<file path="src/rtl/vsarb_pkg.sv">
package vsarb_pkg;

  localparam int CLS_W      = 3;
  localparam int NSLOT      = 2;
  localparam int SYNC_DEPTH = 2;

  typedef enum logic [CLS_W-1:0] {
    CLS_XS   = 3'd0,
    CLS_PERM = 3'd1,
    CLS_SFP  = 3'd2,
    CLS_VFP  = 3'd3,
    CLS_QUAD = 3'd4
  } op_cls_e;

  // Per-slot capabilities after affinity and hazard screening
  typedef struct packed {
    logic to_vs1;
    logic to_vs2;
    logic is_fp;
    logic is_quad;
    logic arms_wb;
  } slot_caps_t;

endpackage

</file>
<file path="src/rtl/vsarb_slot_decode.sv">
module vsarb_slot_decode
  import vsarb_pkg::*;
#(
  parameter int N = NSLOT
) (
  input  logic [N-1:0]       vld_i,
  input  logic [N*CLS_W-1:0] cls_i,
  input  logic               wb_block_i,
  output slot_caps_t         caps_o [N]
);

  for (genvar k = 0; k < N; k++) begin : g_slot
    logic [CLS_W-1:0] cls_k;
    assign cls_k = cls_i[k*CLS_W +: CLS_W];

    always_comb begin
      caps_o[k] = '0;
      if (vld_i[k]) begin
        case (cls_k)
          CLS_XS:   caps_o[k].to_vs1 = !wb_block_i;
          CLS_PERM: caps_o[k].to_vs2 = 1'b1;
          CLS_SFP: begin
            caps_o[k].to_vs1 = 1'b1;
            caps_o[k].to_vs2 = 1'b1;
            caps_o[k].is_fp  = 1'b1;
          end
          CLS_VFP: begin
            caps_o[k].to_vs1  = 1'b1;
            caps_o[k].to_vs2  = 1'b1;
            caps_o[k].is_fp   = 1'b1;
            caps_o[k].arms_wb = 1'b1;
          end
          CLS_QUAD: begin
            caps_o[k].to_vs1  = 1'b1;
            caps_o[k].to_vs2  = 1'b1;
            caps_o[k].is_fp   = 1'b1;
            caps_o[k].is_quad = 1'b1;
            caps_o[k].arms_wb = 1'b1;
          end
          default: caps_o[k] = '0;
        endcase
      end
    end
  end

endmodule

</file>
<file path="src/rtl/vsarb_wb_history.sv">
module vsarb_wb_history #(
  parameter int GAP = 5
) (
  input  logic clk,
  input  logic rst_n,
  input  logic arm_i,
  output logic block_o
);

  logic [GAP-1:0] hist_q, hist_d;
  logic           hist_en;

  // bit i set: VS1 vector FP issue i+1 cycles ago
  always_comb begin
    hist_d  = {hist_q[GAP-2:0], arm_i};
    hist_en = arm_i | (|hist_q);
  end

  always_ff @(posedge clk or negedge rst_n) begin
    if (!rst_n)       hist_q <= '0;
    else if (hist_en) hist_q <= hist_d;
  end

  assign block_o = hist_q[GAP-1];

endmodule

</file>
<file path="src/rtl/vsarb_pair_select.sv">
module vsarb_pair_select
  import vsarb_pkg::*;
(
  input  slot_caps_t  caps_i [NSLOT],
  output logic [NSLOT-1:0] gnt_o,
  output logic [NSLOT-1:0] pipe_o
);

  logic pair_direct, pair_swap;

  always_comb begin
    // older on VS1, younger on VS2
    pair_direct = caps_i[0].to_vs1 && caps_i[1].to_vs2 &&
                  !(caps_i[0].is_quad && caps_i[1].is_fp);
    // older on VS2, younger on VS1
    pair_swap   = caps_i[0].to_vs2 && caps_i[1].to_vs1 &&
                  !(caps_i[1].is_quad && caps_i[0].is_fp);

    gnt_o  = '0;
    pipe_o = '0;
    if (pair_direct) begin
      gnt_o  = 2'b11;
      pipe_o = 2'b10;
    end else if (pair_swap) begin
      gnt_o  = 2'b11;
      pipe_o = 2'b01;
    end else if (caps_i[0].to_vs1) begin
      gnt_o  = 2'b01;
    end else if (caps_i[0].to_vs2) begin
      gnt_o  = 2'b01;
      pipe_o = 2'b01;
    end else if (caps_i[1].to_vs1) begin
      gnt_o  = 2'b10;
    end else if (caps_i[1].to_vs2) begin
      gnt_o  = 2'b10;
      pipe_o = 2'b10;
    end
  end

endmodule

</file>
<file path="src/rtl/vs_issue_arb.sv">
module vs_issue_arb
  import vsarb_pkg::*;
#(
  parameter int WB_GAP = 5
) (
  input  logic                   clk,
  input  logic                   rst_n,
  input  logic [NSLOT-1:0]       req_vld_i,
  input  logic [NSLOT*CLS_W-1:0] req_cls_i,
  output logic [NSLOT-1:0]       gnt_o,
  output logic [NSLOT-1:0]       gnt_pipe_o,
  output logic [NSLOT-1:0]       stall_o
);

  logic [SYNC_DEPTH-1:0] rst_sync_q;
  logic                  rst_sync_n;
  slot_caps_t            caps [NSLOT];
  logic                  wb_block;
  logic [NSLOT-1:0]      arm_slot;
  logic                  wb_arm;

  // asynchronous assert, synchronous release
  always_ff @(posedge clk or negedge rst_n) begin
    if (!rst_n) rst_sync_q <= '0;
    else        rst_sync_q <= {rst_sync_q[SYNC_DEPTH-2:0], 1'b1};
  end
  assign rst_sync_n = rst_sync_q[SYNC_DEPTH-1];

  vsarb_slot_decode #(.N(NSLOT)) i_decode (
    .vld_i      (req_vld_i),
    .cls_i      (req_cls_i),
    .wb_block_i (wb_block),
    .caps_o     (caps)
  );

  vsarb_pair_select i_select (
    .caps_i (caps),
    .gnt_o  (gnt_o),
    .pipe_o (gnt_pipe_o)
  );

  for (genvar k = 0; k < NSLOT; k++) begin : g_arm
    assign arm_slot[k] = gnt_o[k] && !gnt_pipe_o[k] && caps[k].arms_wb;
  end
  assign wb_arm = |arm_slot;

  vsarb_wb_history #(.GAP(WB_GAP)) i_history (
    .clk     (clk),
    .rst_n   (rst_sync_n),
    .arm_i   (wb_arm),
    .block_o (wb_block)
  );

  assign stall_o = req_vld_i & ~gnt_o;

endmodule

</file>
<file path="config.mk">
export PLATFORM = sky130hd
export DESIGN_NAME = vs_issue_arb
export DESIGN_NICKNAME = d
export VERILOG_FILES = /design/src/rtl/vsarb_pkg.sv /design/src/rtl/vsarb_slot_decode.sv /design/src/rtl/vsarb_wb_history.sv /design/src/rtl/vsarb_pair_select.sv /design/src/rtl/vs_issue_arb.sv
export SDC_FILE = /design/constraint.sdc
export NUM_CORES = 1
export LEC_CHECK = 0
export BUFFER_PORTS_ARGS = -buffer_cell sky130_fd_sc_hd__clkbuf_2
export CAP_MARGIN = 20
export CORE_AREA = 2 2 39 41
export DETAILED_ROUTE_END_ITERATION = 12
export DIE_AREA = 0 0 41 43
export PLACE_DENSITY_LB_ADDON = 0.05
export RECOVER_POWER = 100
export SYNTH_ARGS = -nofsm -noshare
export SYNTH_HDL_FRONTEND = slang
export SYNTH_SLANG_ARGS = --single-unit
</file>
<file path="constraint.sdc">
create_clock -name clk -period 3.3 [get_ports clk]
set_input_delay 0.66 -clock clk [delete_from_list [all_inputs] [get_ports clk]]
set_output_delay 0.66 -clock clk [all_outputs]
set_load 0.02 [all_outputs]
</file>
==> out/metrics.cfg, run 1 <==
[grt]
grt_pass1_vias = 320
grt.overflow.total = 0
grt_usage_pct = 10.7
grt_pass1_wl_mm = 1.26
antenna_found_initial = 0
grt_max_degree = 8

[sta]
rsz0062_at_grt = no
fmax_mhz = 344
finalSetupViolCount = 0
whs_ns = 0.0626
hold_viol = 0
worst_clock_skew_ns = 0.00449
finalMaxSlewViolations = 0
fin_crit_sh_pct = 88.0
setup_tns_ns = 0
min_period_ns = 2.90

[setup_path]
critPathTopFamily = simple AND/OR/NAND/NOR gates
cp.required_ns = 2.64
cp_slowest_cell = or3b_1
worstPathArrival_ns = 2.24
slowest_delay_ns = 0.39
cp_max_fo = 7
endpoint_kind = output pin
critPathKind = input port to output pin
worstPathCellList = clkbuf_2 > or3b_1 > or3b_1 > a21oi_1 > a41oi_2 > and3_1 > clkbuf_1
startpoint_type = input port
cpMostUsedCell = or3b_1
cp.buffers_inverters = 2

[route]
avgRoutedWirePerCell_um = 9.81
ant_nets = 0
viasPerCell = 4.84
wl_um = 775
drtPass1Iterations = 4
drt_iter0_drc = 9
drc = 0
vias = 382

[die]
die_w_um = 41
dieArea_mm2 = 0.00176
die_y_um = 43
fp-row-count = 14
io_pins = 16
core-area_mm2 = 0.00138
start_util_pct = 31.6

[synth]
synth_seq_area_share_pct = 40.0
syn-cell-area_um2 = 438
synth-edff-count = 0
synth_top_area_cell = dfrtp_1
synthTopCellsByCount = dfrtp_1, clkbuf_1, nand2_1, nor2b_1, o21ai_0
syn_inst = 48
synthTopCellsByArea = dfrtp_1, nor2b_1, or3b_1
ys_ff_latch = 7
yosys_warnings = 0
netlist.area_leader.share_pct = 40.0
avgSynthCellArea_um2 = 9.12
async_flop_share_pct = 100
synth_top_flop_cell = dfrtp_1
syn_nets = 58
yosysMostFrequentCell = dfrtp_1
synth_cell_types = 28

[power_and_ir_drop]
p_int_uw = 154
pwr-share-clk_pct = 35.1
p_leak_nw = 0.248
max-vdd-ir-drop_mv = 0.220
power_uw = 209
p_sw_share_pct = 26.4
p_switching_uw = 55.2
p_comb_share_pct = 19.7
seq_power_share_pct = 45.2
power_density_mw_per_mm2 = 397

[place]
gp_congestion = 0.646
dp_cells = 75
io_buffers = 15

[cts]
clock_sinks = 7
cts_buffers = 3
hold_buffers = 0
cts_tree = yes
clock_path_buffers = 2
cts_root_buf = clkbuf_4
postCtsSetupBuffers = 0
cts.repair.resized = 0
cts.htree.levels = 1
clk_latency_ns = 0.24
clk_pin_slew_ns = 0.05

[hold_path]
min_path_type = flip-flop to asynchronous set/reset pin

[cells_and_area]
diodes = 0
finish.utilization_pct = 38.1
layout.cells.non_filler = 79
area_delta_synth_final_pct = 20.3
drive_gt1_share_pct = 23.8
nets = 74

[outcome]
outcome = finished, final reports clean

[flow_run]
maxCapViolCount = 0

==> stage by stage <==
step | setup slack (ns) | cell area [um2]
finish | 0.395 | 527
global route | 0.311 | 527
CTS | 0.457 | 544
detailed placement | 0.459 | 518
global placement | 0.464 | 518
floorplan | 0.712 | 438
==> per-layer routing <==
layer	global-route usage (%)	vias to the layer above	part of all wire, %
met3	7.85	0	5.9
li1	-	198	-
met2	14.1	11	42
met5	0	-	0
met1	14.2	173	52
met4	2.00	0	0
==> power groups by stage <==
stage | logic, mW | clock network (mW) | registers [mW]
after floorplan | 0.0284 | 0 | 0.0951
after global placement | 0.0449 | 0 | 0.0962
after detailed placement | 0.0442 | 0 | 0.0961
after CTS | 0.0444 | 0.0775 | 0.0948
after global routing | 0.0462 | 0.0874 | 0.0953
final | 0.0413 | 0.0734 | 0.0945
==> sequential cells by signal, summed over array words and instances (netlist names) <==
register / flops
i_history.hist_q: 5
rst_sync_q: 2
==> final cells by class <==
| type | count | area (um2) |
|---|---|---|
| clock buffers | 4 | 26.3 |
| fillers | 158 | 857 |
| inverters | 1 | 3.75 |
| multi-input cells | 36 | 233 |
| flip-flops and latches | 7 | 175 |
| well taps | 16 | 20.0 |
| repair buffers | 15 | 68.8 |
==> kinds of logic (layout without fill, tap and decap cells) <==
group	count (synthesis)	count (layout)	share of synthesized area (%)
other	1	1	0.856
and+or+nand+nor	23	23	32.0
buffers and inverters	5	20	4.28
AOI/OAI and AO/OA	12	12	22.9
DFF	7	7	40.0
==> path summary, 6_finish.rpt <==
check	startpoint	cells after the start	to	slack (ns)
max in group asynchronous	rst_n	1	rst_sync_q[1]	2.98
max	req_cls_i[4]	7	stall_o[1]	0.40
min	rst_sync_q[1]	0	i_history.hist_q[2]	0.06
max reg2reg	i_history.hist_q[4]	3	i_history.hist_q[0]	1.83
min reg2reg	rst_sync_q[1]	0	i_history.hist_q[2]	0.06
min in group clk	i_history.hist_q[0]	0	i_history.hist_q[1]	0.34
==> cells in the final DEF, fill, tap and decap left out, types with 3 or more instances in the layout <==
master	Yosys	layout
nand2_1	4	4
nor2b_1	3	3
o21ai_0	3	3
dfrtp_1	7	7
clkbuf_1	4	6
clkbuf_4	0	3
clkbuf_2	0	10
Note: power is estimated with default switching activity, not from simulation.
==> inputs of run 2 (changes only) <==
--- a/config.mk
+++ b/config.mk
@@ -11,7 +11,7 @@
 export DETAILED_ROUTE_END_ITERATION = 12
 export DIE_AREA = 0 0 41 43
 export PLACE_DENSITY_LB_ADDON = 0.05
-export RECOVER_POWER = 100
+export RECOVER_POWER = 50
 export SYNTH_ARGS = -nofsm -noshare
 export SYNTH_HDL_FRONTEND = slang
 export SYNTH_SLANG_ARGS = --single-unit
==> out/metrics.cfg, run 2 (same netlist as run 1, synthesis figures left out) <==
[setup_path]
cp_slowest_cell = or3b_1
startpoint_type = input port
endpoint_kind = output pin
cp.required_ns = 2.64
critPathTopFamily = simple AND/OR/NAND/NOR gates
cp_max_fo = 7
worstPathCellList = clkbuf_2 > or3b_1 > or3b_1 > a21oi_2 > a41oi_2 > and3_1 > clkbuf_2
worstPathArrival_ns = 2.19
slowest_delay_ns = 0.40
cp.buffers_inverters = 2
critPathKind = input port to output pin

[die]
die_y_um = 43
start_util_pct = 31.6
fp-row-count = 14
die_w_um = 41
io_pins = 16
dieArea_mm2 = 0.00176
core-area_mm2 = 0.00138

[power_and_ir_drop]
p_comb_share_pct = 20.8
power_density_mw_per_mm2 = 389
pwr-share-clk_pct = 34.4
p_sw_share_pct = 26.3
p_int_uw = 156
p_leak_nw = 0.263
p_switching_uw = 55.5
seq_power_share_pct = 44.9
max-vdd-ir-drop_mv = 0.220

[cells_and_area]
drive_gt1_share_pct = 33.3
regArea_um2 = 175
final_common_cell = clkbuf_2
largest-register = i_history.hist_q
multi_input_area_um2 = 244
layout.cells.non_filler = 79
largest_reg_flops = 5
area_delta_synth_final_pct = 24.0
top_regs = i_history.hist_q: 5 flops, rst_sync_q: 2 flops
nets = 74
finish.utilization_pct = 39.2
n_fill_cell = 154
diodes = 0
layout_common_cells = clkbuf_2, dfrtp_1, nand2_1

[flow_run]
maxCapViolCount = 0

[grt]
grt_usage_pct = 10.7
grt_max_degree = 8
antenna_found_initial = 0
grt_pass1_wl_mm = 1.26
grt.overflow.total = 0
grt_pass1_vias = 320

[place]
io_buffers = 15
gp_congestion = 0.646
dp_cells = 75

[sta]
finalMaxSlewViolations = 0
setup_tns_ns = 0
min_period_ns = 2.85
hold_viol = 0
rsz0062_at_grt = no
fmax_mhz = 351
finalSetupViolCount = 0
worst_clock_skew_ns = 0.00250
whs_ns = 0.0658
fin_crit_sh_pct = 86.4

[cts]
clock_path_buffers = 2
clk_pin_slew_ns = 0.05
cts.repair.resized = 0
cts.htree.levels = 1
cts_root_buf = clkbuf_4
cts_tree = yes
clock_sinks = 7
cts_buffers = 3
postCtsSetupBuffers = 0
clk_latency_ns = 0.24
hold_buffers = 0

[route]
viasPerCell = 4.87
ant_nets = 0
wl_um = 776
drc = 0
avgRoutedWirePerCell_um = 9.82
vias = 385
drt_iter0_drc = 12
drtPass1Iterations = 4

[hold_path]
min_path_type = flip-flop to asynchronous set/reset pin

[outcome]
outcome = finished, final reports clean

-- run 2: worst paths after layout --
kind	startpoint	end	slack, ns	depth (start not counted)
max in group asynchronous	rst_n	rst_sync_q[1]	2.98	1
max	req_cls_i[4]	stall_o[1]	0.45	7
min in group clk	i_history.hist_q[0]	i_history.hist_q[1]	0.34	0
min reg2reg	rst_sync_q[1]	i_history.hist_q[2]	0.07	0
min	rst_sync_q[1]	i_history.hist_q[2]	0.07	0
max reg2reg	i_history.hist_q[4]	i_history.hist_q[0]	1.80	3
-- run 2: worst register-to-register path: stages (launching register included) --
cell	delay, ns
dfrtp_1	0.37
or4b_2	0.61
a41oi_2	0.25
o32ai_2	0.13
-- run 2: through the flow --
| step | power (mW) | worst slack [ns] | instance area [um2] |
|---|---|---|---|
| 2_1_floorplan | 0.124 | 0.712 | 438 |
| 4_1_cts | 0.217 | 0.457 | 544 |
| 6_report | 0.211 | 0.449 | 543 |
| 5_1_grt | 0.231 | 0.380 | 543 |
| 3_5_place_dp | 0.140 | 0.459 | 518 |
| 3_3_place_gp | 0.141 | 0.464 | 518 |
-- run 2: area by class of cell --
class,instances,area share [%]
clock buffers,4,4.84
flip-flops and latches,7,32.3
well taps,16,3.69
multi-input cells,36,44.9
inverters,1,0.691
repair buffers,15,13.6
-- run 2: power groups by stage --
stage                     clock network, mW  registers, mW  logic (mW)
after detailed placement                  0         0.0961      0.0442
final                                0.0725         0.0947      0.0438
after global placement                    0         0.0962      0.0449
after global routing                 0.0874         0.0952      0.0485
after floorplan                           0         0.0951      0.0284
after CTS                            0.0775         0.0948      0.0444
-- run 2: per-layer routing --
| layer | track usage (%) | vias to the layer above | wire length (um) |
|---|---|---|---|
| li1 | - | 198 | - |
| met1 | 14.2 | 176 | 390 |
| met2 | 14.1 | 11 | 334 |
| met3 | 7.85 | 0 | 52 |
| met4 | 2.00 | 0 | 0 |
| met5 | 0 | - | 0 |
==> inputs of run 3 (changes only) <==
--- a/config.mk
+++ b/config.mk
@@ -7,7 +7,10 @@
 export LEC_CHECK = 0
 export BUFFER_PORTS_ARGS = -buffer_cell sky130_fd_sc_hd__clkbuf_2
 export CAP_MARGIN = 20
+export CELL_PAD_IN_SITES_DETAIL_PLACEMENT = 1
+export CELL_PAD_IN_SITES_GLOBAL_PLACEMENT = 1
 export CORE_AREA = 2 2 39 41
+export CTS_CLUSTER_DIAMETER = 30
 export DETAILED_ROUTE_END_ITERATION = 12
 export DIE_AREA = 0 0 41 43
 export PLACE_DENSITY_LB_ADDON = 0.05
==> out/metrics.cfg, run 3 (same netlist as run 1, synthesis figures left out) <==
[outcome]
outcome = finished, final reports clean

[grt]
grt.overflow.total = 0
grt_max_degree = 8
antenna_found_initial = 0
grt_pass1_vias = 355
grt_pass1_wl_mm = 1.48
grt_usage_pct = 12.8

[route]
drtPass1Iterations = 3
viasPerCell = 5.06
drc = 0
wl_um = 935
avgRoutedWirePerCell_um = 11.8
drt_iter0_drc = 2
vias = 400
ant_nets = 0

[place]
hpwl_um = 746
gp_congestion = 0.707
io_buffers = 15

[cells_and_area]
nets = 74
top_regs = i_history.hist_q: 5 flops, rst_sync_q: 2 flops
drive_gt1_share_pct = 33.3
final_common_cell = clkbuf_2
largest_reg_flops = 5
area_delta_synth_final_pct = 24.0
finish.utilization_pct = 39.2
n_fill_cell = 172
largest-register = i_history.hist_q
diodes = 0
layout_common_cells = clkbuf_2, dfrtp_1, nand2_1

[setup_path]
startpoint_type = input port
endpoint_kind = output pin
worstPathCellList = clkbuf_2 > or3b_1 > or3b_1 > a21oi_2 > a41oi_2 > and3_1 > clkbuf_2
cp_slowest_cell = or3b_1
worstReg2RegStart = i_history.hist_q[4]
cp_max_fo = 5
slowest_delay_ns = 0.40
cp.required_ns = 2.64
critPathLaunch = req_cls_i[3]
critPathKind = input port to output pin
worstPathArrival_ns = 2.19

[cts]
cts.repair.resized = 0
cts_tree = yes
clock_path_buffers = 2
cts_root_buf = clkbuf_4
cts_buffers = 3
clk_latency_ns = 0.25
hold_buffers = 0
clock_sinks = 7
cts.htree.levels = 1
postCtsSetupBuffers = 0
clk_pin_slew_ns = 0.05

[power_and_ir_drop]
power_density_mw_per_mm2 = 397
max-vdd-ir-drop_mv = 0.289
p_leak_nw = 0.263

[die]
io_pins = 16
dieArea_mm2 = 0.00176
fp-row-count = 14
die_w_um = 41
die_y_um = 43
start_util_pct = 31.6
core-area_mm2 = 0.00138

[sta]
min_period_ns = 2.85
setup_tns_ns = 0
worst_clock_skew_ns = 0.00546
fin_crit_sh_pct = 86.3
finalMaxSlewViolations = 0
finalSetupViolCount = 0
fmax_mhz = 351
rsz0062_at_grt = no
hold_viol = 0

[hold_path]
min_path_type = flip-flop to asynchronous set/reset pin

[flow_run]
maxCapViolCount = 0

==> run 3: cell counts in the layout (fill, tap and decap cells not counted) <==
No cell type changed its count.
==> run 3: worst paths after layout <==
| kind | cells past startpoint | slack, ns | endpoint |
|---|---|---|---|
| min in group clk | 0 | 0.34 | i_history.hist_q[2] |
| min | 0 | 0.06 | i_history.hist_q[2] |
| min reg2reg | 0 | 0.06 | i_history.hist_q[2] |
| max reg2reg | 3 | 1.78 | i_history.hist_q[0] |
| max in group asynchronous | 1 | 2.99 | rst_sync_q[0] |
| max | 7 | 0.45 | stall_o[1] |
==> run 3: report_power, final <==
part	switching (mW)	internal, mW	leakage [nW]	total, mW
logic	0.0267	0.0179	0.158	0.0446
registers	0.00310	0.0917	0.0894	0.0949
clock network	0.0301	0.0461	0.0150	0.0761
==> run 3: final cells by class <==
cell class	instances	area (um2)	share of cell area (%)
clock buffers	4	26.3	4.84
repair buffers	15	73.8	13.6
flip-flops and latches	7	175	32.3
multi-input cells	36	244	44.9
well taps	16	20.0	3.69
inverters	1	3.75	0.691
==> run 3: critical path: cells and delay by family <==
| kind | cells | cell delay (ns) |
|---|---|---|
| buffers and inverters | 2 | 0.26 |
| and+or+nand+nor | 3 | 1.02 |
| AOI/OAI and AO/OA | 2 | 0.26 |
==> run 3: routing by layer <==
metal	part of all wire, %	track usage, %
met5	0	0
met4	0	2.00
met3	11	8.38
met2	40	16.9
met1	48	17.7
==> run 3: per-stage QoR <==
stage	instances	setup slack, ns	total power, mW	hold slack (ns)	area [um2]
finish	79	0.453	0.216	0.0639	543
CTS	79	0.445	0.221	0.0735	544
floorplan	48	0.712	0.124	0.0541	438
detailed placement	75	0.446	0.141	0.0732	518
global route	79	0.331	0.235	0.0891	543
global placement	75	0.475	0.142	0.0731	518
